==> config.mk <==
export PLATFORM = sky130hd
export DESIGN_NAME = cpd_top
export DESIGN_NICKNAME = d
export VERILOG_FILES = /design/src/rtl/cpd_pkg.sv /design/src/rtl/cpd_ctl_decode.sv /design/src/rtl/cpd_regfile.sv /design/src/rtl/cpd_cmd_state.sv /design/src/rtl/cpd_dma_ctrl.sv /design/src/rtl/cpd_top.sv
export SDC_FILE = /design/constraint.sdc
export NUM_CORES = 1
export LEC_CHECK = 0
export ABC_AREA = 1
export BUFFER_PORTS_ARGS = -buffer_cell sky130_fd_sc_hd__buf_2
export CORE_MARGIN = 2
export CORE_UTILIZATION = 41
export DETAILED_ROUTE_END_ITERATION = 8
export GPL_TIMING_DRIVEN = 0
export MAX_ROUTING_LAYER = met4
export PLACE_DENSITY = 0.66
export SYNTH_ARGS = -nofsm -noshare
export SYNTH_HDL_FRONTEND = slang
export SYNTH_SLANG_ARGS = --single-unit
==> constraint.sdc <==
create_clock -name clk -period 2.98 [get_ports clk]
set_input_delay 0 -clock clk [delete_from_list [all_inputs] [get_ports clk]]
set_output_delay 0 -clock clk [all_outputs]
set_load 0.03 [all_outputs]
==> src/rtl/cpd_pkg.sv <==
package cpd_pkg;

  localparam int WORD_W = 16;
  localparam int IDX_W  = 5;
  localparam int CODE_W = 6;

  typedef enum logic [1:0] {
    KIND_EXT0 = 2'b00,
    KIND_EXT1 = 2'b01,
    KIND_FILL = 2'b10,
    KIND_COPY = 2'b11
  } dma_kind_e;

  function automatic logic f_is_reg_word(input logic [WORD_W-1:0] w);
    return w[15:14] == 2'b10;
  endfunction

  function automatic logic [WORD_W-1:0] f_first_addr(input logic [WORD_W-1:0] a,
                                                     input logic [WORD_W-1:0] w);
    return {a[15:14], w[13:0]};
  endfunction

  function automatic logic [CODE_W-1:0] f_first_code(input logic [CODE_W-1:0] c,
                                                     input logic [WORD_W-1:0] w);
    return {c[5:2], w[15:14]};
  endfunction

  function automatic logic [WORD_W-1:0] f_second_addr(input logic [WORD_W-1:0] a,
                                                      input logic [WORD_W-1:0] w);
    return {w[1:0], a[13:0]};
  endfunction

  function automatic logic [CODE_W-1:0] f_second_code(input logic [CODE_W-1:0] c,
                                                      input logic [WORD_W-1:0] w);
    return {w[7:4], c[1:0]};
  endfunction

endpackage

==> src/rtl/cpd_ctl_decode.sv <==
module cpd_ctl_decode
  import cpd_pkg::*;
#(
  parameter int NUM_REGS = 24
) (
  input  logic              ctl_wr,
  input  logic [WORD_W-1:0] word,
  input  logic              pending,
  input  logic              running,
  output logic              reg_we,
  output logic [IDX_W-1:0]  reg_idx,
  output logic [7:0]        reg_val,
  output logic              first_we,
  output logic              second_we
);
  logic taken;

  always_comb begin
    taken     = ctl_wr && !running;
    reg_idx   = word[12:8];
    reg_val   = word[7:0];
    second_we = taken && pending;
    first_we  = taken && !pending && !f_is_reg_word(word);
    reg_we    = taken && !pending && f_is_reg_word(word) &&
                (int'(reg_idx) < NUM_REGS);
  end
endmodule

==> src/rtl/cpd_regfile.sv <==
module cpd_regfile
  import cpd_pkg::*;
#(
  parameter int NUM_REGS = 24
) (
  input  logic                  clk,
  input  logic                  rst_n,
  input  logic                  we,
  input  logic [IDX_W-1:0]      idx,
  input  logic [7:0]            val,
  output logic [NUM_REGS*8-1:0] flat
);
  for (genvar i = 0; i < NUM_REGS; i++) begin : g_reg
    logic [7:0] q;
    always_ff @(posedge clk) begin
      if (!rst_n)                       q <= '0;
      else if (we && int'(idx) == i)    q <= val;
    end
    assign flat[i*8 +: 8] = q;
  end
endmodule

==> src/rtl/cpd_cmd_state.sv <==
module cpd_cmd_state
  import cpd_pkg::*;
(
  input  logic              clk,
  input  logic              rst_n,
  input  logic              first_we,
  input  logic              second_we,
  input  logic [WORD_W-1:0] word,
  output logic [WORD_W-1:0] addr,
  output logic [CODE_W-1:0] code,
  output logic              pending
);
  always_ff @(posedge clk) begin
    if (!rst_n) begin
      addr    <= '0;
      code    <= '0;
      pending <= 1'b0;
    end else if (second_we) begin
      addr    <= f_second_addr(addr, word);
      code    <= f_second_code(code, word);
      pending <= 1'b0;
    end else if (first_we) begin
      addr    <= f_first_addr(addr, word);
      code    <= f_first_code(code, word);
      pending <= 1'b1;
    end
  end
endmodule

==> src/rtl/cpd_dma_ctrl.sv <==
module cpd_dma_ctrl
  import cpd_pkg::*;
(
  input  logic      clk,
  input  logic      rst_n,
  input  logic      second_we,
  input  logic      dma_req,
  input  logic [1:0] src_sel,
  input  logic      data_taken,
  input  logic      dma_done,
  output logic      dma_start,
  output logic [1:0] dma_kind,
  output logic      dma_run
);
  logic armed;
  logic go_now;
  logic arm_fill;
  logic go_fill;

  assign go_now   = dma_req && (src_sel != KIND_FILL);
  assign arm_fill = dma_req && (src_sel == KIND_FILL);
  assign go_fill  = data_taken && armed;

  always_ff @(posedge clk) begin
    if (!rst_n) begin
      armed     <= 1'b0;
      dma_start <= 1'b0;
      dma_kind  <= KIND_EXT0;
      dma_run   <= 1'b0;
    end else begin
      dma_start <= 1'b0;
      if (dma_run && dma_done) dma_run <= 1'b0;
      if (go_now) begin
        dma_start <= 1'b1;
        dma_kind  <= src_sel;
        dma_run   <= 1'b1;
        armed     <= 1'b0;
      end else if (second_we) begin
        armed <= arm_fill;
      end else if (go_fill) begin
        dma_start <= 1'b1;
        dma_kind  <= KIND_FILL;
        dma_run   <= 1'b1;
        armed     <= 1'b0;
      end
    end
  end
endmodule

==> src/rtl/cpd_top.sv <==
module cpd_top
  import cpd_pkg::*;
#(
  parameter int NUM_REGS   = 24,
  parameter int MODE_IDX   = 1,
  parameter int DMA_EN_BIT = 4,
  parameter int SRC_HI_IDX = 23
) (
  input  logic                  clk,
  input  logic                  rst_n,
  input  logic                  ctl_wr,
  input  logic [15:0]           ctl_data,
  input  logic                  data_wr,
  input  logic [15:0]           data_val,
  input  logic                  dma_done,
  output logic                  ctl_busy,
  output logic                  data_busy,
  output logic                  data_accept,
  output logic [15:0]           data_out,
  output logic [NUM_REGS*8-1:0] reg_file,
  output logic [15:0]           addr,
  output logic [5:0]            code,
  output logic                  pending,
  output logic                  dma_start,
  output logic [1:0]            dma_kind,
  output logic                  dma_run
);
  localparam int MODE_LSB = MODE_IDX * 8;
  localparam int SRC_LSB  = SRC_HI_IDX * 8;

  logic             reg_we;
  logic [IDX_W-1:0] reg_idx;
  logic [7:0]       reg_val;
  logic             first_we;
  logic             second_we;
  logic             dma_en;
  logic [1:0]       src_sel;
  logic             dma_req;

  cpd_ctl_decode #(.NUM_REGS(NUM_REGS)) u_dec (
    .ctl_wr   (ctl_wr),
    .word     (ctl_data),
    .pending  (pending),
    .running  (dma_run),
    .reg_we   (reg_we),
    .reg_idx  (reg_idx),
    .reg_val  (reg_val),
    .first_we (first_we),
    .second_we(second_we)
  );

  cpd_regfile #(.NUM_REGS(NUM_REGS)) u_regs (
    .clk  (clk),
    .rst_n(rst_n),
    .we   (reg_we),
    .idx  (reg_idx),
    .val  (reg_val),
    .flat (reg_file)
  );

  cpd_cmd_state u_cmd (
    .clk      (clk),
    .rst_n    (rst_n),
    .first_we (first_we),
    .second_we(second_we),
    .word     (ctl_data),
    .addr     (addr),
    .code     (code),
    .pending  (pending)
  );

  assign dma_en  = reg_file[MODE_LSB + DMA_EN_BIT];
  assign src_sel = reg_file[SRC_LSB + 6 +: 2];
  assign dma_req = second_we && ctl_data[7] && dma_en;

  assign ctl_busy    = ctl_wr && dma_run;
  assign data_busy   = data_wr && dma_run;
  assign data_accept = data_wr && !dma_run && code[0];
  assign data_out    = data_accept ? data_val : '0;

  cpd_dma_ctrl u_dma (
    .clk       (clk),
    .rst_n     (rst_n),
    .second_we (second_we),
    .dma_req   (dma_req),
    .src_sel   (src_sel),
    .data_taken(data_accept),
    .dma_done  (dma_done),
    .dma_start (dma_start),
    .dma_kind  (dma_kind),
    .dma_run   (dma_run)
  );
endmodule

# Word level (Yosys, flattened, before mapping)
# Cells that the tools add are included.
dict set report totals {
  ff_bits 220
  in_bits 37
  output_inout_bits 238
  wordCells 130
}
dict set report classes {
  order_cmp 1
  eq_ne 27
  n_mux 17
  bitwise_logic 2
  n_reduce_logical 50
}
# op count
set ops {}
lappend ops {{5-bit equality test, second input constant} 16}
lappend ops {{1-bit logical AND} 40}
lappend ops {{16-bit two-way mux} 2}
lappend ops {{5-bit by 4-bit equality test with 1-bit output, second input constant} 4}
lappend ops {{14-bit two-way mux} 1}
lappend ops {{5-bit by 3-bit equality test with 1-bit output, second input constant} 2}
lappend ops {{1-bit two-way mux} 9}
lappend ops {{2-bit two-way mux} 4}
lappend ops {{6-bit two-way mux} 1}
lappend ops {{5-bit by 2-bit equality test with 1-bit output, second input constant} 1}
lappend ops {{5-bit logical NOT} 1}
lappend ops {{5-bit less-than comparator, second input constant} 1}
lappend ops {{2-bit equality test, second input constant} 2}
lappend ops {{2-bit AND reduction} 2}
lappend ops {{2-bit nonzero test} 2}
lappend ops {{2-bit OR reduction} 2}
lappend ops {{1-bit logical NOT} 3}
lappend ops {{2-bit by 1-bit != test with 1-bit output, second input constant} 1}
lappend ops {{2-bit != test, second input constant} 1}
lappend ops {{1-bit inverter} 2}

# Logic depth before layout (Yosys ltp)
# Gate-level depths: netlist of run 1.
dict set report depth {
  depth_word 8
  mapped_depth 10
}

# Modules after synthesis
# A second synthesis of run 1 with hierarchy kept.
dict set report hier_totals {
  cells_unflattened 1577
  hier_area_um2 10024.6
}
# module instances cells_per_inst area_each_um2 seq_area_each_um2
set modules_own_cells {}
lappend modules_own_cells {cpd_regfile 1 1356 8504.4 3843.7}
lappend modules_own_cells {cpd_cmd_state 1 127 930.9 460.4}
lappend modules_own_cells {cpd_dma_ctrl 1 28 231.5 100.1}
lappend modules_own_cells {cpd_top 1 41 205.2 0.0}
lappend modules_own_cells {cpd_ctl_decode 1 25 152.6 0.0}

# Worst setup path before layout of run 1
# OpenSTA, ideal clock, no wires.
dict set report synth_path {
  kind {register -> register}
  start {reg u_dma.dma_run}
  end {reg u_regs.g_reg[19].q[3]}
  setup_time_ps 113
  arrival_ps 1482
  slack_ps 1385
  stages_incl_launch_ff 9
  n_path_buf 2
  synth_period_minus_slack_ps 1595
  cell_sequence {dfxtp_1 -> nor2_4 -> nand2_4 -> nor2_8 -> buf_12 -> nand3_4 -> buf_4 -> nor2_1 -> nor2_1}
}
dict set report synth_between {
  elab_chain_cells 6
}
# item line
set synth_lines {}
lappend synth_lines {{from (decl)} cpd_dma_ctrl.sv:13} ;# output logic dma_run
lappend synth_lines {{from (signal assigned)} cpd_dma_ctrl.sv:29} ;# dma_run <= 1'b0;
lappend synth_lines {{from (signal assigned)} cpd_dma_ctrl.sv:32} ;# if (dma_run && dma_done) dma_run <= 1'b0;
lappend synth_lines {{from (signal assigned)} cpd_dma_ctrl.sv:36} ;# dma_run <= 1'b1;
lappend synth_lines {{1-bit logical NOT} cpd_ctl_decode.sv:19} ;# taken = ctl_wr && !running;
lappend synth_lines {{1-bit logical AND} cpd_ctl_decode.sv:19}
lappend synth_lines {{1-bit logical AND (3 in a row)} cpd_ctl_decode.sv:24} ;# reg_we = taken && !pending && f_is_reg_word(word) &&
lappend synth_lines {{1-bit logical AND} cpd_regfile.sv:17} ;# else if (we && int'(idx) == i) q <= val;
lappend synth_lines {{to (decl)} cpd_regfile.sv:14} ;# logic [7:0] q;
# No other way between the ends.
# A chain may end at the register's enable or synchronous reset.

# Worst setup path in the final report of run 1
dict set report layout_path {
  start {reg u_dma.dma_run}
  end {out data_out[13]}
}
dict set report layout_between {
  elab_chain_cells 4
}
# item line
set layout_lines {}
lappend layout_lines {{1-bit logical NOT} cpd_top.sv:78} ;# assign data_accept = data_wr && !dma_run && code[0];
lappend layout_lines {{1-bit logical AND (2 in a row)} cpd_top.sv:78}
lappend layout_lines {{16-bit two-way mux} cpd_top.sv:79} ;# assign data_out = data_accept ? data_val : '0;
lappend layout_lines {{to (decl)} cpd_top.sv:19} ;# output logic [15:0] data_out,
# No other way between the ends.

==> results.cfg, run 1 <==
[run_status]
outcome = complete, no violations

[timing]
hold_violations = 0
min_period_ps = 2180
relSlewSlack = 0.365
hold_slack_ps = 27.7
period_share = 0.731
setup-tns-final_ps = 0
slew_viol_final = 0
fin_worst_skew_ps = 6.39
max_freq_ghz = 0.459
grt_setup_unrepaired = no
setup_violations = 0
worst_slew_pin_slew_ps = 953

[logic_synthesis]
post_synth_xor_area_fraction = 0
synth_area_leaders = dfxtp_1 (48%), nor2_1 (18%), nand2_1 (12%)
synth_top_family_by_area = simple AND/OR/NAND/NOR gates
synthMuxAreaShare = 0
synth_area_per_cell_um2 = 6.84
synthAdderAreaFrac = 0
ys_warn_count = 0
yosysSeqAreaShare = 0.483
yosysTopAreaCellShare = 0.483
syn_area_um2 = 9130
netlist-cell-type-count = 26
syn_nets = 1371
yosys.area.top_type = dfxtp_1
synth_cells = 1334
synth_compound_area_frac = 0.0522
ys_ff_latch = 220
yosys.area_share.simple = 0.355

[critical_path]
cpMaxStageDelayCell = dfxtp_1
crit_path_max_fanout = 10
crit_buf_inv = 3
cp.required_ps = 2980
cp-startpoint = u_dma.dma_run
end_kind = primary output
slowest_delay_ps = 460
cp.arrival_ps = 2180
path_cells = inv_1 -> nand3_1 -> clkbuf_1 -> nor2_1 -> buf_2
r2r_start = u_dma.dma_run
crit_family = buffers and inverters
criticalPathCategory = flip-flop to primary output
start_kind = flip-flop

[route]
antenna_left = 0
drt-pass1-iter-count = 6
wirelength_um = 29600
drcViolationCount = 0
viasPerCell = 4.62
drt_iter0_drc = 519
vias = 8956
avgRoutedWirePerCell_um = 15.2

[floorplanning]
die-area_um2 = 23500
ios = 275
die_h_um = 153
initial_utilization = 0.418
dieWidth_um = 153
num_rows = 54
coreArea_um2 = 21800

[power]
peakVddDrop_mv = 0.332
p_leak_nw = 6.48
finalPower_w = 0.00640
powerDensity_nw_per_um2 = 545

[global_route]
grtUsageTotal = 0.249
grt_pass1_vias = 8019
grt_antenna_before_repair = 0
grt-ovfl-total = 0
grt_max_degree = 13
grt_pass1_wl_um = 45200

[clock_network]
clk_pin_slew_ps = 60
cts.path.max_buffers = 3
cts_buffers = 24
cts_tree = done
htree_levels = 1
cts_num_sinks = 220
clockRootBuffer = clkbuf_16
clk_latency_ps = 510
post_cts_resize_count = 0

[run]
drv_cap = 0

[place]
port_buffers = 267
place_area_um2 = 10800
post-dp-hpwl_um = 21000
gp_congestion = 0.862
dp.cells = 1881

[hold_path]
hold_start = ctl_data[0]
hp-class = input pin to flip-flop

[final_layout]
finalInstanceArea_um2 = 11700
areaGrowthSynthToFinish_pct = 28.7
mostFrequentLayoutCells = nor2_1 (441), nand2_1 (289), buf_2 (270)
fill_cells = 2156
multi_input_area_um2 = 3720
final_cells = 1940
seq_area_um2 = 4400
drive_gt1_frac = 0.214
diodes = 0
final_common_cell = nor2_1
finalNetCount = 1679
[where the power goes]
part	internal, W	total, W	switching, W
clock network	0.00176	0.00294	0.00118
registers	0.00297	0.00299	0.0000194
logic	0.000113	0.000464	0.000350
total	0.00485	0.00640	0.00155
[timing repair]
item	4_1_cts	5_1_grt
hold endpoints to repair	43	0
hold buffers	15	0
buffers inserted	0	0
[state kept, by name (all words and copies together), names as in the netlist]
name and flops:
u_dma.armed 1, u_dma.dma_start 1, u_cmd.addr 16, u_regs.g.q 192, u_dma.dma_run 1, u_dma.dma_kind 2, u_cmd.code 6, u_cmd.pending 1
[Yosys cell counts, drive strengths merged]
cell type and n:
a21oi 14, buf 30, clkbuf 40, clkinv 1
dfxtp 220, inv 173, nand2 294, nand3 28
nand3b 1, nor2 451, nor3 3, o21ai 79
[per-stage QoR]
step | setup WS (ps) | utilization
after floorplan | 1390 | -
after global placement | 1060 | 0.495
after detailed placement | 1060 | 0.495
after CTS | 751 | 0.538
after global routing | 605 | 0.538
final | 801 | 0.538
[cell type report]
type	count	area share
clock inverter	2	0.00330
multi-input combinational	870	0.317
buffer	70	0.0298
timing repair buffer	282	0.127
sequential	220	0.375
inverter	174	0.0556
clock buffer	42	0.0630
tap	280	0.0298
[final timing paths]
kind | to | slack (ps) | depth (start not counted)
worst max register to register | u_regs.g_reg[0].q[2] | 810 | 8
worst max-delay path | data_out[13] | 800 | 5
worst min register to register | u_regs.g_reg[1].q[2] | 460 | 2
worst min-delay path | u_regs.g_reg[2].q[0] | 30 | 3
[worst reg2reg max path, cell delays in order, from the launching register on]
cell and delay (ps):
dfxtp_1 380, nor2_4 230, nand2_4 110, nor2_8 180
buf_6 190, nand2_1 190, o21ai_0 190, dlygate4sd3_1 570
nor2_1 40
[logic make-up (layout without fill, tap and decap cells)]
group | Yosys count | count (layout)
AND/OR/NAND/NOR | 777 | 777
buffers and inverters | 244 | 570
flip-flops | 220 | 220
AO/OA/AOI/OAI | 93 | 93
[routing by layer]
| layer | track usage | vias to the layer above | wire [um] |
|---|---|---|---|
| met4 | 0.0644 | 0 | 717 |
| met2 | 0.409 | 298 | 14000 |
| li1 | - | 4546 | - |
| met1 | 0.311 | 4061 | 12700 |
| met5 | - | - | 0 |
| met3 | 0.0550 | 51 | 2140 |
Power figures use the tool's default switching activity.
==> run 2: changes to the inputs <==
--- a/config.mk
+++ b/config.mk
@@ -5,14 +5,14 @@
 export SDC_FILE = /design/constraint.sdc
 export NUM_CORES = 1
 export LEC_CHECK = 0
-export ABC_AREA = 1
+export ABC_AREA = 0
 export BUFFER_PORTS_ARGS = -buffer_cell sky130_fd_sc_hd__buf_2
 export CORE_MARGIN = 2
 export CORE_UTILIZATION = 41
 export DETAILED_ROUTE_END_ITERATION = 8
 export GPL_TIMING_DRIVEN = 0
 export MAX_ROUTING_LAYER = met4
-export PLACE_DENSITY = 0.66
+export PLACE_DENSITY = 0.7
 export SYNTH_ARGS = -nofsm -noshare
 export SYNTH_HDL_FRONTEND = slang
 export SYNTH_SLANG_ARGS = --single-unit
==> constraint.sdc (replaced) <==
create_clock -name clk -period 1.9 [get_ports clk]
set_input_delay 0 -clock clk [delete_from_list [all_inputs] [get_ports clk]]
set_output_delay 0 -clock clk [all_outputs]
set_load 0.03 [all_outputs]
==> run 2 against run 1 <==
Final area shrank 4.9%; clock-buffer cell count fell by 8; first-iteration DRC count fell by 33%; hold slack gained 47 ps; synthesized area down 8.9%; largest cell class unchanged; non-clock buffer count up 8; flip-flop and latch count unchanged; synthesized cell count fell by 38%.
==> results.cfg, run 2 <==
[final_layout]
finalNetCount = 1185
drive_gt1_frac = 0.310
mostFrequentLayoutCells = buf_2 (283), dfxtp_1 (218), nand2_1 (216)
top_register = u_regs.g.q
final_common_cell = buf_2
largest_reg_flops = 192
top_regs = u_regs.g.q x192, u_cmd.addr x16, u_cmd.code x6
areaGrowthSynthToFinish_pct = 34.3
post-route-util = 0.557

[logic_synthesis]
synth_area_per_cell_um2 = 10.0
yosysTopAreaCellShare = 0.530
syn_area_um2 = 8310
synth_cells = 829
ys_warn_count = 0
synth_edf_count = 0
syn_nets = 866
yosys.area.top_type = dfxtp_1
netlist-cell-type-count = 39
yosysSeqAreaShare = 0.530
ys_ff_latch = 220
synthTopCellsByCount = dfxtp_1 (220), nand2_1 (216), mux2i_1 (192)
ys.flop_type = dfxtp_1
yosysMostFrequentCell = dfxtp_1
synth_area_leaders = dfxtp_1 (53%), mux2i_1 (23%), nand2_1 (9.8%)
ys_async_sr_fraction = 0

[power]
peakVddDrop_mv = 0.607
p_leak_nw = 5.84
clock_power_share = 0.492
powerDensity_nw_per_um2 = 928
switchingPower_w = 0.00233
power_frac_comb = 0.057
switching_share = 0.225
pwr-share-seq = 0.451
internal_power_w = 0.00803

[global_route]
grt_util_met3 = 0.0447
grt_max_degree = 14
grt_pass1_wl_um = 38700
grt-ovfl-total = 0
grt_pass1_vias = 6826
grt_antenna_before_repair = 2
grtUsageTotal = 0.235
grt_use_met2 = 0.386
met1_usage = 0.296
busiest_layer = met2

[critical_path]
crit_path_max_fanout = 10
cpMaxStageDelayCell = nor4b_1
start_kind = flip-flop
r2r_start = u_cmd.pending
slowest_delay_ps = 400
criticalPathCategory = flip-flop to flip-flop
end_kind = flip-flop
reg2reg_setup_slack_ps = 60
cp-startpoint = u_cmd.pending
cp.required_ps = 2250
cp.arrival_ps = 2190
path_cells = nor4b_1 -> buf_2 -> nand3_2 -> mux2i_1

[timing]
setup-tns-final_ps = 0
period_share = 0.970
setup_violations = 0
worst_slew_pin_slew_ps = 827
grt_setup_unrepaired = yes
min_period_ps = 1840
max_freq_ghz = 0.543
slew_viol_final = 0
fin_worst_skew_ps = 7.75
relSlewSlack = 0.449
hold_violations = 0

[place]
port_buffers = 274
gp_congestion = 0.831
post-dp-hpwl_um = 18100

[route]
antenna_left = 0
vias = 7160
wirelength_um = 25800
viasPerCell = 4.98
drt_iter0_drc = 349
avgRoutedWirePerCell_um = 17.9
drt-pass1-iter-count = 4
drcViolationCount = 0

[floorplanning]
initial_utilization = 0.415
dieWidth_um = 146
die_h_um = 146
ios = 275
num_rows = 52
die-area_um2 = 21400
coreArea_um2 = 20000

[run]
drv_cap = 0

[run_status]
outcome = complete, no violations

[clock_network]
clk_pin_slew_ps = 60
clk_latency_ps = 510
htree_levels = 1
cts_tree = done
cts.path.max_buffers = 3
clockRootBuffer = clkbuf_16
cts_buffers = 24
cts_num_sinks = 220

[hold_path]
hp-class = input pin to flip-flop
hold_start = ctl_data[9]
run 2: per-stage QoR:
stage          instance area [um2]  total power (W)  setup slack, ps  hold slack [ps]  instances
3_5_place_dp                 10000          0.00533             -153              272       1373
3_3_place_gp                 10000          0.00533             -118              267       1373
6_report                     11200           0.0104             56.8             74.9       1438
2_1_floorplan                 8310          0.00510             86.0              136        829
5_1_grt                      11200           0.0107            -26.0              119       1438
4_1_cts                      11100           0.0104             25.0             60.0       1436
run 2: metal layers:
layer / wire (um) / up-vias
met4: 730 / 0
li1: - / 3441
met2: 12200 / 262
met5: 0 / -
met3: 1680 / 56
met1: 11100 / 3401
run 2: worst paths after layout:
path	end	cells after the start
setup / recovery	u_regs.g_reg[9].q[1]	4
hold / removal	u_cmd.addr[9]	4
setup reg to reg	u_regs.g_reg[9].q[1]	4
hold reg to reg	u_cmd.code[5]	2
run 2: repair_timing:
action | CTS | global route
setup buffers | 3 | 0
hold buffers | 16 | 0
pin swaps | 3 | 0
resized for setup | 9 | 13
setup endpoints to repair | 107 | 65
hold endpoints to repair | 30 | 0
run 2: layout make-up:
type	count	area, um2
sequential	220	4410
timing repair buffer	293	1570
antenna	2	5.00
clock inverter	10	154
clock buffer	34	729
tap	270	338
fill	1868	8880
inverter	3	11.3
buffer	67	289
multi-input combinational	539	3660
run 2: cell families after synthesis:
group,count (synthesis),share of synthesized area
DFF,220,0.530
AOI/OAI and AO/OA,48,0.0310
and+or+nand+nor,299,0.173
muxes,192,0.231
buffers and inverters,70,0.0346
run 2: power groups by stage:
stage / Combinational [W] / Sequential (W) / Clock, W
after global placement: 0.000555 / 0.00477 / 0
after CTS: 0.000593 / 0.00467 / 0.00517
final: 0.000594 / 0.00467 / 0.00510
after detailed placement: 0.000560 / 0.00477 / 0
after floorplan: 0.000264 / 0.00484 / 0
after global routing: 0.000636 / 0.00467 / 0.00536
run 2: worst max-delay path, delay by kind of cell (launching register included):
kind	cells	cell delay [ps]
simple gates	2	740
flops	1	380
buf+inv	1	330
mux	1	210
==> run 3: changes to the inputs <==
--- a/config.mk
+++ b/config.mk
@@ -5,14 +5,15 @@
 export SDC_FILE = /design/constraint.sdc
 export NUM_CORES = 1
 export LEC_CHECK = 0
-export ABC_AREA = 0
+export ABC_AREA = 1
 export BUFFER_PORTS_ARGS = -buffer_cell sky130_fd_sc_hd__buf_2
 export CORE_MARGIN = 2
 export CORE_UTILIZATION = 41
 export DETAILED_ROUTE_END_ITERATION = 8
 export GPL_TIMING_DRIVEN = 0
 export MAX_ROUTING_LAYER = met4
-export PLACE_DENSITY = 0.7
+export PLACE_DENSITY = 0.68
 export SYNTH_ARGS = -nofsm -noshare
 export SYNTH_HDL_FRONTEND = slang
 export SYNTH_SLANG_ARGS = --single-unit
+export TNS_END_PERCENT = 10
==> run 3 against run 2 <==
Flip-flop and latch count unchanged; final cell count increased by 35%; critical endpoint is now u_cmd.addr[11]; register-to-register slack improved by 40 ps; clock-buffer cell count increased by 2; first-iteration DRC count increased by 25%; utilization decreased by 1.6 points; largest power group unchanged; critical path type unchanged.
==> results.cfg, run 3 (synthesis results as in run 1) <==
[run_status]
outcome = complete, no violations

[timing]
setup_slack_ps = 96.6
slew_viol_final = 0
max_freq_ghz = 0.554
hold_violations = 0
setup-tns-final_ps = 0
grt_setup_unrepaired = yes
period_share = 0.949
setup_violations = 0
relSlewSlack = 0.353
min_period_ps = 1800
worst_slew_pin_slew_ps = 971
fin_worst_skew_ps = 8.24

[critical_path]
cpMaxStageDelayCell = dfxtp_1
crit_family = simple AND/OR/NAND/NOR gates
cp.required_ps = 2300
worst_path_most_repeated_cell = nor2_1
slowest_delay_ps = 370
path_cells = nor2_4 -> nand2_4 -> a21oi_4 -> clkinv_2 -> clkbuf_1 -> nor2_1 -> nor2_1
crit_buf_inv = 2
cp.arrival_ps = 2200
criticalPathCategory = flip-flop to flip-flop
crit_path_max_fanout = 10
end_kind = flip-flop
start_kind = flip-flop

[final_layout]
fill_cells = 2151
top_regs = u_regs.g.q x192, u_cmd.addr x16, u_cmd.code x6
finalNetCount = 1679
mostFrequentLayoutCells = nor2_1 (441), nand2_1 (289), buf_2 (270)
areaGrowthSynthToFinish_pct = 29.3
seq_area_um2 = 4400
multi_input_area_um2 = 3730
top_register = u_regs.g.q
largest_reg_flops = 192
drive_gt1_frac = 0.221
diodes = 0
post-route-util = 0.541
final_common_cell = nor2_1

[power]
powerDensity_nw_per_um2 = 867
peakVddDrop_mv = 0.628
p_leak_nw = 6.52

[clock_network]
cts_num_sinks = 220
clk_latency_ps = 510
post_cts.repair.setup_buffers = 0
cts.path.max_buffers = 3
cts_buffers = 24
htree_levels = 1
cts_tree = done
clk_pin_slew_ps = 60
clockRootBuffer = clkbuf_16

[floorplanning]
die_h_um = 153
coreArea_um2 = 21800
initial_utilization = 0.418
dieWidth_um = 153
die-area_um2 = 23500
ios = 275
num_rows = 54

[global_route]
grtUsageTotal = 0.244
grt-ovfl-total = 0
grt_antenna_before_repair = 0
grt_max_degree = 14
grt_pass1_wl_um = 44300
grt_pass1_vias = 8022

[place]
post-dp-hpwl_um = 20800
port_buffers = 267
gp_congestion = 0.881
pre_cts_ws_ps = -4.96

[route]
wirelength_um = 29000
antenna_left = 0
drt_iter0_drc = 436
viasPerCell = 4.61
avgRoutedWirePerCell_um = 15.0
drcViolationCount = 0
drt-pass1-iter-count = 5
vias = 8945

[hold_path]
hp-class = input pin to flip-flop

[run]
drv_cap = 0
run 3: final timing paths:
path	slack, ps	start	cells past startpoint	to
max	100	u_dma.dma_run	7	u_cmd.addr[11]
min	40	data_wr	4	u_dma.armed
max reg2reg	100	u_dma.dma_run	7	u_cmd.addr[11]
min reg2reg	470	u_regs.g_reg[4].q[0]	2	u_regs.g_reg[4].q[0]
run 3: cell type report:
type | count | area share
clock buffers | 36 | 0.0625
well taps | 280 | 0.0297
plain buffers | 70 | 0.0298
flip-flops and latches | 220 | 0.373
multi-input cells | 870 | 0.316
clock inverters | 7 | 0.00742
inverters | 174 | 0.0555
repair buffers | 282 | 0.126
run 3: what timing repair did:
item | 4_1_cts | 5_1_grt
endpoints found under the setup margin | 12 | 5
endpoints found under the hold margin | 45 | 0
resized for setup | 3 | 1
hold buffers | 15 | 0
run 3: tightest hold or removal path: stages:
cell     delay (ps)
buf_2           110
nand3_2         200
nand3_1         130
a21oi_1          60
run 3: power by group:
group	switching (W)	internal, W
logic	0.000547	0.000179
clock network	0.00187	0.00294
registers	0.0000290	0.00466
run 3: per-stage QoR:
stage | hold WS [ps] | instances | cell area, um2 | total power, W
after floorplan | 135 | 1334 | 9130 | 0.00522
after global placement | 224 | 1881 | 10800 | 0.00548
after detailed placement | 241 | 1881 | 10800 | 0.00549
after CTS | 25.5 | 1939 | 11800 | 0.0103
after global routing | 46.2 | 1939 | 11800 | 0.0105
final | 43.8 | 1939 | 11800 | 0.0102
run 3: metal layers:
metal / part of all wire / global-route usage / vias up
li1: - / - / 4548
met1: 0.43 / 0.303 / 4016
met2: 0.46 / 0.396 / 325
met3: 0.078 / 0.0561 / 56
met4: 0.030 / 0.0767 / 0
met5: 0 / - / -
